<file path="config.mk">
export PLATFORM = sky130hd
export DESIGN_NAME = hostlink_mbox
export DESIGN_NICKNAME = d
export VERILOG_FILES = /design/src/rtl/hostlink_pkg.sv /design/src/rtl/mbox_csr_decode.sv /design/src/rtl/mbox_outbox_slot.sv /design/src/rtl/mbox_inbox_slot.sv /design/src/rtl/mbox_ipi_ctrl.sv /design/src/rtl/hostlink_mbox.sv
export SDC_FILE = /design/constraint.sdc
export NUM_CORES = 1
export LEC_CHECK = 0
export ABC_AREA = 1
export BUFFER_PORTS_ARGS = -buffer_cell sky130_fd_sc_hd__buf_4
export CAP_MARGIN = 20
export CORE_UTILIZATION = 52
export DETAILED_ROUTE_END_ITERATION = 8
export PLACE_DENSITY_LB_ADDON = 0.2
export REMOVE_ABC_BUFFERS = 1
export SETUP_SLACK_MARGIN = 0.15
export SLEW_MARGIN = 20
export SYNTH_ARGS = -nofsm -noshare
export SYNTH_HDL_FRONTEND = slang
export SYNTH_HIERARCHICAL = 1
export SYNTH_SLANG_ARGS = --single-unit
</file>
<file path="constraint.sdc">
create_clock -name clk -period 2.5 [get_ports clk]
set_clock_uncertainty 0.05 [all_clocks]
set_input_delay 0.5 -clock clk [delete_from_list [all_inputs] [get_ports clk]]
set_output_delay 0.5 -clock clk [all_outputs]
set_load 0.01 [all_outputs]
</file>
<file path="src/rtl/hostlink_pkg.sv">
package hostlink_pkg;

  typedef enum logic [2:0] {
    SEL_NONE     = 3'd0,
    SEL_OUTBOX   = 3'd1,
    SEL_INBOX    = 3'd2,
    SEL_IPI_SEND = 3'd3,
    SEL_IPI_ACK  = 3'd4
  } reg_sel_e;

endpackage

</file>
<file path="src/rtl/mbox_csr_decode.sv">
module mbox_csr_decode
  import hostlink_pkg::*;
#(
  parameter int ADDR_W       = 3,
  parameter int OUTBOX_ADDR  = 0,
  parameter int INBOX_ADDR   = 1,
  parameter int SEND_ADDR    = 2,
  parameter int ACK_ADDR     = 3
) (
  input  logic [ADDR_W-1:0] addr,
  output reg_sel_e          sel
);

  localparam logic [ADDR_W-1:0] A_OUT  = ADDR_W'(OUTBOX_ADDR);
  localparam logic [ADDR_W-1:0] A_IN   = ADDR_W'(INBOX_ADDR);
  localparam logic [ADDR_W-1:0] A_SEND = ADDR_W'(SEND_ADDR);
  localparam logic [ADDR_W-1:0] A_ACK  = ADDR_W'(ACK_ADDR);

  always_comb begin
    if (addr == A_OUT)       sel = SEL_OUTBOX;
    else if (addr == A_IN)   sel = SEL_INBOX;
    else if (addr == A_SEND) sel = SEL_IPI_SEND;
    else if (addr == A_ACK)  sel = SEL_IPI_ACK;
    else                     sel = SEL_NONE;
  end

endmodule

</file>
<file path="src/rtl/mbox_outbox_slot.sv">
module mbox_outbox_slot #(
  parameter int DATA_W = 64
) (
  input  logic              clk,
  input  logic              rst_n,
  input  logic              core_we,
  input  logic [DATA_W-1:0] core_wdata,
  input  logic              host_clr,
  output logic [DATA_W-1:0] value
);

  localparam logic [DATA_W-1:0] EMPTY = '0;

  logic slot_empty;
  logic accept;

  assign slot_empty = (value == EMPTY);
  // A post lands only into an empty slot; a full slot drops it.
  assign accept     = core_we && slot_empty;

  always_ff @(posedge clk) begin
    if (!rst_n) begin
      value <= EMPTY;
    end else if (accept) begin
      value <= core_wdata;
    end else if (host_clr) begin
      value <= EMPTY;
    end
  end

endmodule

</file>
<file path="src/rtl/mbox_inbox_slot.sv">
module mbox_inbox_slot #(
  parameter int DATA_W = 64
) (
  input  logic              clk,
  input  logic              rst_n,
  input  logic              core_we,
  input  logic [DATA_W-1:0] core_wdata,
  input  logic              host_we,
  input  logic [DATA_W-1:0] host_wdata,
  output logic [DATA_W-1:0] value,
  output logic              irq
);

  logic              any_we;
  logic [DATA_W-1:0] next_val;

  assign any_we   = core_we || host_we;
  // Host side wins a same-cycle collision.
  assign next_val = host_we ? host_wdata : core_wdata;

  always_ff @(posedge clk) begin
    if (!rst_n) begin
      value <= '0;
      irq   <= 1'b0;
    end else if (any_we) begin
      value <= next_val;
      irq   <= |next_val;
    end
  end

endmodule

</file>
<file path="src/rtl/mbox_ipi_ctrl.sv">
module mbox_ipi_ctrl #(
  parameter int DATA_W = 64
) (
  input  logic              clk,
  input  logic              rst_n,
  input  logic              send_we,
  input  logic              ack_we,
  input  logic [DATA_W-1:0] wdata,
  output logic              pending,
  output logic              send_valid,
  output logic [DATA_W-1:0] send_target
);

  always_ff @(posedge clk) begin
    if (!rst_n) begin
      pending <= 1'b0;
    end else if (ack_we) begin
      pending <= wdata[0];
    end
  end

  always_ff @(posedge clk) begin
    if (!rst_n) begin
      send_valid  <= 1'b0;
      send_target <= '0;
    end else begin
      send_valid <= send_we;
      if (send_we) begin
        send_target <= wdata;
      end
    end
  end

endmodule

</file>
<file path="src/rtl/hostlink_mbox.sv">
module hostlink_mbox
  import hostlink_pkg::*;
#(
  parameter int DATA_W      = 64,
  parameter int ADDR_W      = 3,
  parameter int OUTBOX_ADDR = 0,
  parameter int INBOX_ADDR  = 1,
  parameter int SEND_ADDR   = 2,
  parameter int ACK_ADDR    = 3
) (
  input  logic              clk,
  input  logic              rst_n,
  input  logic              csr_we,
  input  logic [ADDR_W-1:0] csr_addr,
  input  logic [DATA_W-1:0] csr_wdata,
  output logic [DATA_W-1:0] csr_rdata,
  input  logic              host_fh_we,
  input  logic [DATA_W-1:0] host_fh_wdata,
  input  logic              host_th_clr,
  output logic [DATA_W-1:0] host_th_rdata,
  output logic              host_irq,
  output logic              ipi_pending,
  output logic              ipi_send_valid,
  output logic [DATA_W-1:0] ipi_send_target
);

  reg_sel_e          sel;
  logic [DATA_W-1:0] outbox_q;
  logic [DATA_W-1:0] inbox_q;

  mbox_csr_decode #(
    .ADDR_W      (ADDR_W),
    .OUTBOX_ADDR (OUTBOX_ADDR),
    .INBOX_ADDR  (INBOX_ADDR),
    .SEND_ADDR   (SEND_ADDR),
    .ACK_ADDR    (ACK_ADDR)
  ) u_decode (
    .addr (csr_addr),
    .sel  (sel)
  );

  mbox_outbox_slot #(.DATA_W(DATA_W)) u_outbox (
    .clk        (clk),
    .rst_n      (rst_n),
    .core_we    (csr_we && (sel == SEL_OUTBOX)),
    .core_wdata (csr_wdata),
    .host_clr   (host_th_clr),
    .value      (outbox_q)
  );

  mbox_inbox_slot #(.DATA_W(DATA_W)) u_inbox (
    .clk        (clk),
    .rst_n      (rst_n),
    .core_we    (csr_we && (sel == SEL_INBOX)),
    .core_wdata (csr_wdata),
    .host_we    (host_fh_we),
    .host_wdata (host_fh_wdata),
    .value      (inbox_q),
    .irq        (host_irq)
  );

  mbox_ipi_ctrl #(.DATA_W(DATA_W)) u_ipi (
    .clk         (clk),
    .rst_n       (rst_n),
    .send_we     (csr_we && (sel == SEL_IPI_SEND)),
    .ack_we      (csr_we && (sel == SEL_IPI_ACK)),
    .wdata       (csr_wdata),
    .pending     (ipi_pending),
    .send_valid  (ipi_send_valid),
    .send_target (ipi_send_target)
  );

  // Send and acknowledge registers are write-only and read back as zero.
  always_comb begin
    unique case (sel)
      SEL_OUTBOX: csr_rdata = outbox_q;
      SEL_INBOX:  csr_rdata = inbox_q;
      default:    csr_rdata = '0;
    endcase
  end

  assign host_th_rdata = outbox_q;

endmodule

</file>
* Yosys cells after proc, flatten, opt, wreduce, memory -nomap -nowiden *
Cells that the tools add are included.

storage, ports and cells
  bits in registers = 195
  bits of input ports = 136
  output and inout port bits = 195
  logic and storage cells = 31

operators by class
  eq/ne operators = 7
  mux-type cells = 8
  reductions and logical operators = 10

operator list
  kind                  count
  $mux W64              3
  $pmux W64 S2          1
  $logic_not A64 Y1     1
  $reduce_or A64 Y1     1
  $eq A3 B2 Y1 const B  4
  $mux W3               4
  $eq A3 B1 Y1 const B  2
  $logic_and A1 B1 Y1   5
  $eq A3 B3 Y1 const B  1
  $logic_not A3 Y1      1
  $reduce_bool A2 Y1    1
  $logic_or A1 B1 Y1    1

* Logic depth before layout (Yosys ltp) *
  depth after elaboration = 9
  mapped depth = 15

* Cells and area by module *
The synthesis kept the hierarchy.

modules (own cells, without submodules)
  module            times used  cells an instance  area an instance (µm²)  seq. area each (µm²)
  mbox_inbox_slot   1           518                3319.4                  1301.2
  mbox_outbox_slot  1           368                2952.8                  1281.2
  mbox_ipi_ctrl     1           413                2683.8                  1321.3
  hostlink_mbox     1           246                1416.4                  0.0
  mbox_csr_decode   1           8                  33.8                    0.0

* Worst setup path after synthesis *
No wires, ideal clock.

  kind = input port to flip-flop
  start point = input port csr_addr[2]
  end point = register u_outbox.value[21]
  setup time = 0.132 ns
  arrival time = 1.896 ns
  required time = 2.318 ns
  slack = 0.422 ns
  stages = 13
  path buffers = 3
  path through = nor2_2 > buf_6 > buf_2 > nand3_1 > nor2_1 > nand2_1 > nor2_1 > nand2_1 > nor2_1 > nand3_2 > buf_4 > nand3_1 > a21oi_1

between the ends
  cells in the longest elaborated chain, start to end = 9
  elaborated cells on any way between the ends = 13

ends and longest elaborated chain
  element                                         line                    source
  start: declaration                              hostlink_mbox.sv:14     input logic [ADDR_W-1:0] csr_addr,
  $eq A3 B2 Y1                                    mbox_csr_decode.sv:23   else if (addr == A_ACK) sel = SEL_IPI_ACK;
  $mux W3                                         mbox_csr_decode.sv:23
  $mux W3                                         mbox_csr_decode.sv:22   else if (addr == A_SEND) sel = SEL_IPI_SEND;
  $mux W3                                         mbox_csr_decode.sv:21   else if (addr == A_IN) sel = SEL_INBOX;
  $mux W3 *                                       mbox_csr_decode.sv:20   if (addr == A_OUT) sel = SEL_OUTBOX;
  $eq A3 B1 Y1 *                                  hostlink_mbox.sv:45     .core_we (csr_we && (sel == SEL_OUTBOX)),
  $logic_and A1 B1 Y1 *                           hostlink_mbox.sv:45
  $logic_and A1 B1 Y1 *                           mbox_outbox_slot.sv:19  assign accept = core_we && slot_empty;
  $mux W64 or $reduce_bool A2 Y1 (tied branches)  n/a
  end signal: assignment                          mbox_outbox_slot.sv:25  value <= core_wdata;
  end: declaration                                mbox_outbox_slot.sv:9   output logic [DATA_W-1:0] value

Every way passes the cells marked *; elsewhere a longest branch is shown, timed or not.
A chain may end at the register's enable or synchronous reset.

* Worst setup path after layout *
  start point = input port csr_addr[2]
  end point = output port csr_rdata[26]

between the ends
  elaborated cells on any way between the ends = 11

RTL lines
  element                                       line                   source
  $eq A3 B2 Y1                                  mbox_csr_decode.sv:22
  $mux W3                                       mbox_csr_decode.sv:22
  $mux W3                                       mbox_csr_decode.sv:21
  $mux W3 *                                     mbox_csr_decode.sv:20
  named net sel[0]                              hostlink_mbox.sv:27    reg_sel_e sel;
  $eq A3 B2 Y1 or $eq A3 B1 Y1 (tied branches)  hostlink_mbox.sv:75    unique case (sel)
  $pmux W64 S2 *                                hostlink_mbox.sv:75
  end: declaration                              hostlink_mbox.sv:16    output logic [DATA_W-1:0] csr_rdata,

The timed path passes the listed nets; every way through them passes the cells marked *.

==> summary.txt <==
Final Setup Violations - 0
synth unique cells - 26
Post-Synth XOR/XNOR Area - 0%
GRT Util Overall - 34.92%
status - finished clean
max-slew violations - 0
leak pwr - 6.557 nW
drt total wl - 36.62 mm
Worst Hold Slack - 0.3272 ns
DR vias/cell - 5.646
pin count of the biggest net entering global routing - 70
max-cap viol count - 0
worst-margin pin slew - 0.4895 ns
worst hold path type - primary input to flip-flop
final worst path period share - 89.74%
worst-skew pair later-pin latency - 0.43 ns
Synth Area in Compound Gates - 10.63%
postcts setup bufs - 0
root buffer cell - clkbuf_16
Detail Route Antenna Nets - 0
CP cell instances - buf_4 -> nor2_4 -> buf_4 -> buf_6 -> nand4_1 -> nand2_1 -> buf_4
Clock Tree Buf Depth - 2
PwrDens - 603.3 nW/µm²
Post-Synth Adder-Cell Area - 0%
CTS HTree Levels - 4
number of port buffers - 330
Worst slew margin - 67.02%
placed instance count - 2,054
Worst Reg2Reg Path Length in Cells - 7
CP Launch Type - primary input
CP peak stage delay - 0.29 ns
initial DRC count - 1,073
clock-pin slew on the worst setup and hold paths - 0.07 ns
per-cell routed wire length - 17.56 µm
Sequential cell area - 3904 µm²
final hold violation count - 0
# rows - 51
cell mode on critical path - buf_4
sequential element share of the synthesized area - 37.51%
Crit Path Class - primary input to primary output
total CTS buffers - 17
first-pass GRT wire length - 56.46 mm
simple-gate share of the synthesized area - 36.86%
HPWL after detailed placement - 24.33 mm
synthesized area per cell - 6.701 µm²
Core ar. - 19,530 µm²
Yosys warnings - 6
GR Overflow Total - 0
DRT Pass-1 Iters - 9
Sinks on Clock Net - 195
unrepaired setup endpoints after global routing - no
initial core utilization - 53.29%
RD Place Congestion - 0.8632
Die Span Y - 143.5 µm
Max Clk Rate - 0.4457 GHz
synthesized area - 10,410 µm²
post-synthesis mux area share - 0.1924%
cell count of the worst hold path - 3
share of layout cells above drive strength 1 - 23.01%
ANT cells - 0
drt drc - 0
Die ar. - 20,580 µm²
vias in the first global route - 11.13k
area of the multi-input gates - 5000 µm²
slowest CP cell - buf_6
Critical Path AT - 1.69 ns
most common cell after layout, fill and taps aside - nand2_1
crit end category - primary output
Nets - 1,944
commonest cells after routing, fill and taps aside - nand2_1 (370), buf_4 (357), dfxtp_1 (195)
Die Wd - 143.5 µm
Post-Layout Cell Count - 2,086
Top Ports - 331
Via Count - 11.78k
worst vdd ir - 0.0005841 V
count of state elements after synthesis - 195
initial antenna violation count - 0
largest family of logic cells by synthesized area - simple AND/OR/NAND/NOR gates
Tmin final - 2.243 ns
fillcell total - 1,722
critical path fanouts, max - 30
area grow syn2layout - 28.54%
Critical Path RT - 1.95 ns
CTS tree - yes
Syn Inst Count - 1,553
registers in the layout, summed over array words and instances, names as in the netlist:
name	count
u_ipi/pending	1
u_ipi/send_target	64
u_inbox/irq	1
u_outbox/value	64
u_inbox/value	64
u_ipi/send_valid	1
synth_stat cells (all sizes together):
library cell  number  area (µm²)
a21oi            116       580.6
a31oi             12       75.07
and2               3       18.77
buf              112       857.1
clkbuf            26       127.6
dfxtp            195        3904
inv              148       555.5
mux2i              2       20.02
nand2            373        1405
nand3             73       370.4
nand4            192        1201
nor2             193       731.9
nor3               3       15.01
o21ai             90       450.4
or2               15       93.84
final cells by class:
type	count	area share (%)
clock buffers	21	3.292
clock inverters	11	0.9634
inverters	148	4.190
multi-input cells	1072	37.38
flip-flops and latches	195	29.18
well taps	265	2.479
repair buffers	374	22.51
through the flow:
| step | setup slack [ns] | utilization (%) | cell area (µm²) | setup TNS [ns] | total power, mW |
|---|---|---|---|---|---|
| global route | 0.1983 | 68.51 | 13380 | 0 | 8.378 |
| global placement | 0.1765 | 65.57 | 12800 | 0 | 5.327 |
| finish | 0.2565 | 68.51 | 13380 | 0 | 8.070 |
| detailed placement | 0.1547 | 65.57 | 12800 | 0 | 5.353 |
| CTS | 0.1970 | 68.49 | 13370 | 0 | 8.031 |
| floorplan | -7.590 | - | 9422 | -1110.77 | 4.305 |
metal layers:
layer	share of wire [%]	track usage, %
met1	39	44.16
met2	48	57.95
met3	9.9	6.231
met4	3.1	15.62
met5	0	0
critical path, delay by kind of cell:
| kind | cells | cell delay, ns |
|---|---|---|
| simple gates | 3 | 0.42 |
| buf+inv | 4 | 0.76 |
path summary, 6_finish.rpt:
kind	start	end	slack, ns
min reg2reg	u_ipi/send_target[53]	u_ipi/send_target[53]	0.42
max reg2reg	u_outbox/value[45]	u_outbox/value[45]	0.51
min	csr_wdata[1]	u_outbox/value[1]	0.33
max	csr_addr[2]	csr_rdata[26]	0.26
logic make-up (layout without fill, tap and decap cells):
family	after synthesis	count (layout)
muxes	2	2
AOI/OAI and AO/OA	218	218
DFF	195	195
and+or+nand+nor	852	852
buffers and inverters	286	554
where the power goes:
part           leakage, nW  switching (mW)  internal, mW
clock network        0.272            1.25          1.49
registers             1.59           0.104          3.26
logic                 4.69            1.33         0.646
repair_timing:
action                     CTS  global route
gates resized for setup      0             1
hold buffers                 0             0
setup endpoints to repair    0             2
No activity file was read; power rests on OpenSTA's default activity.
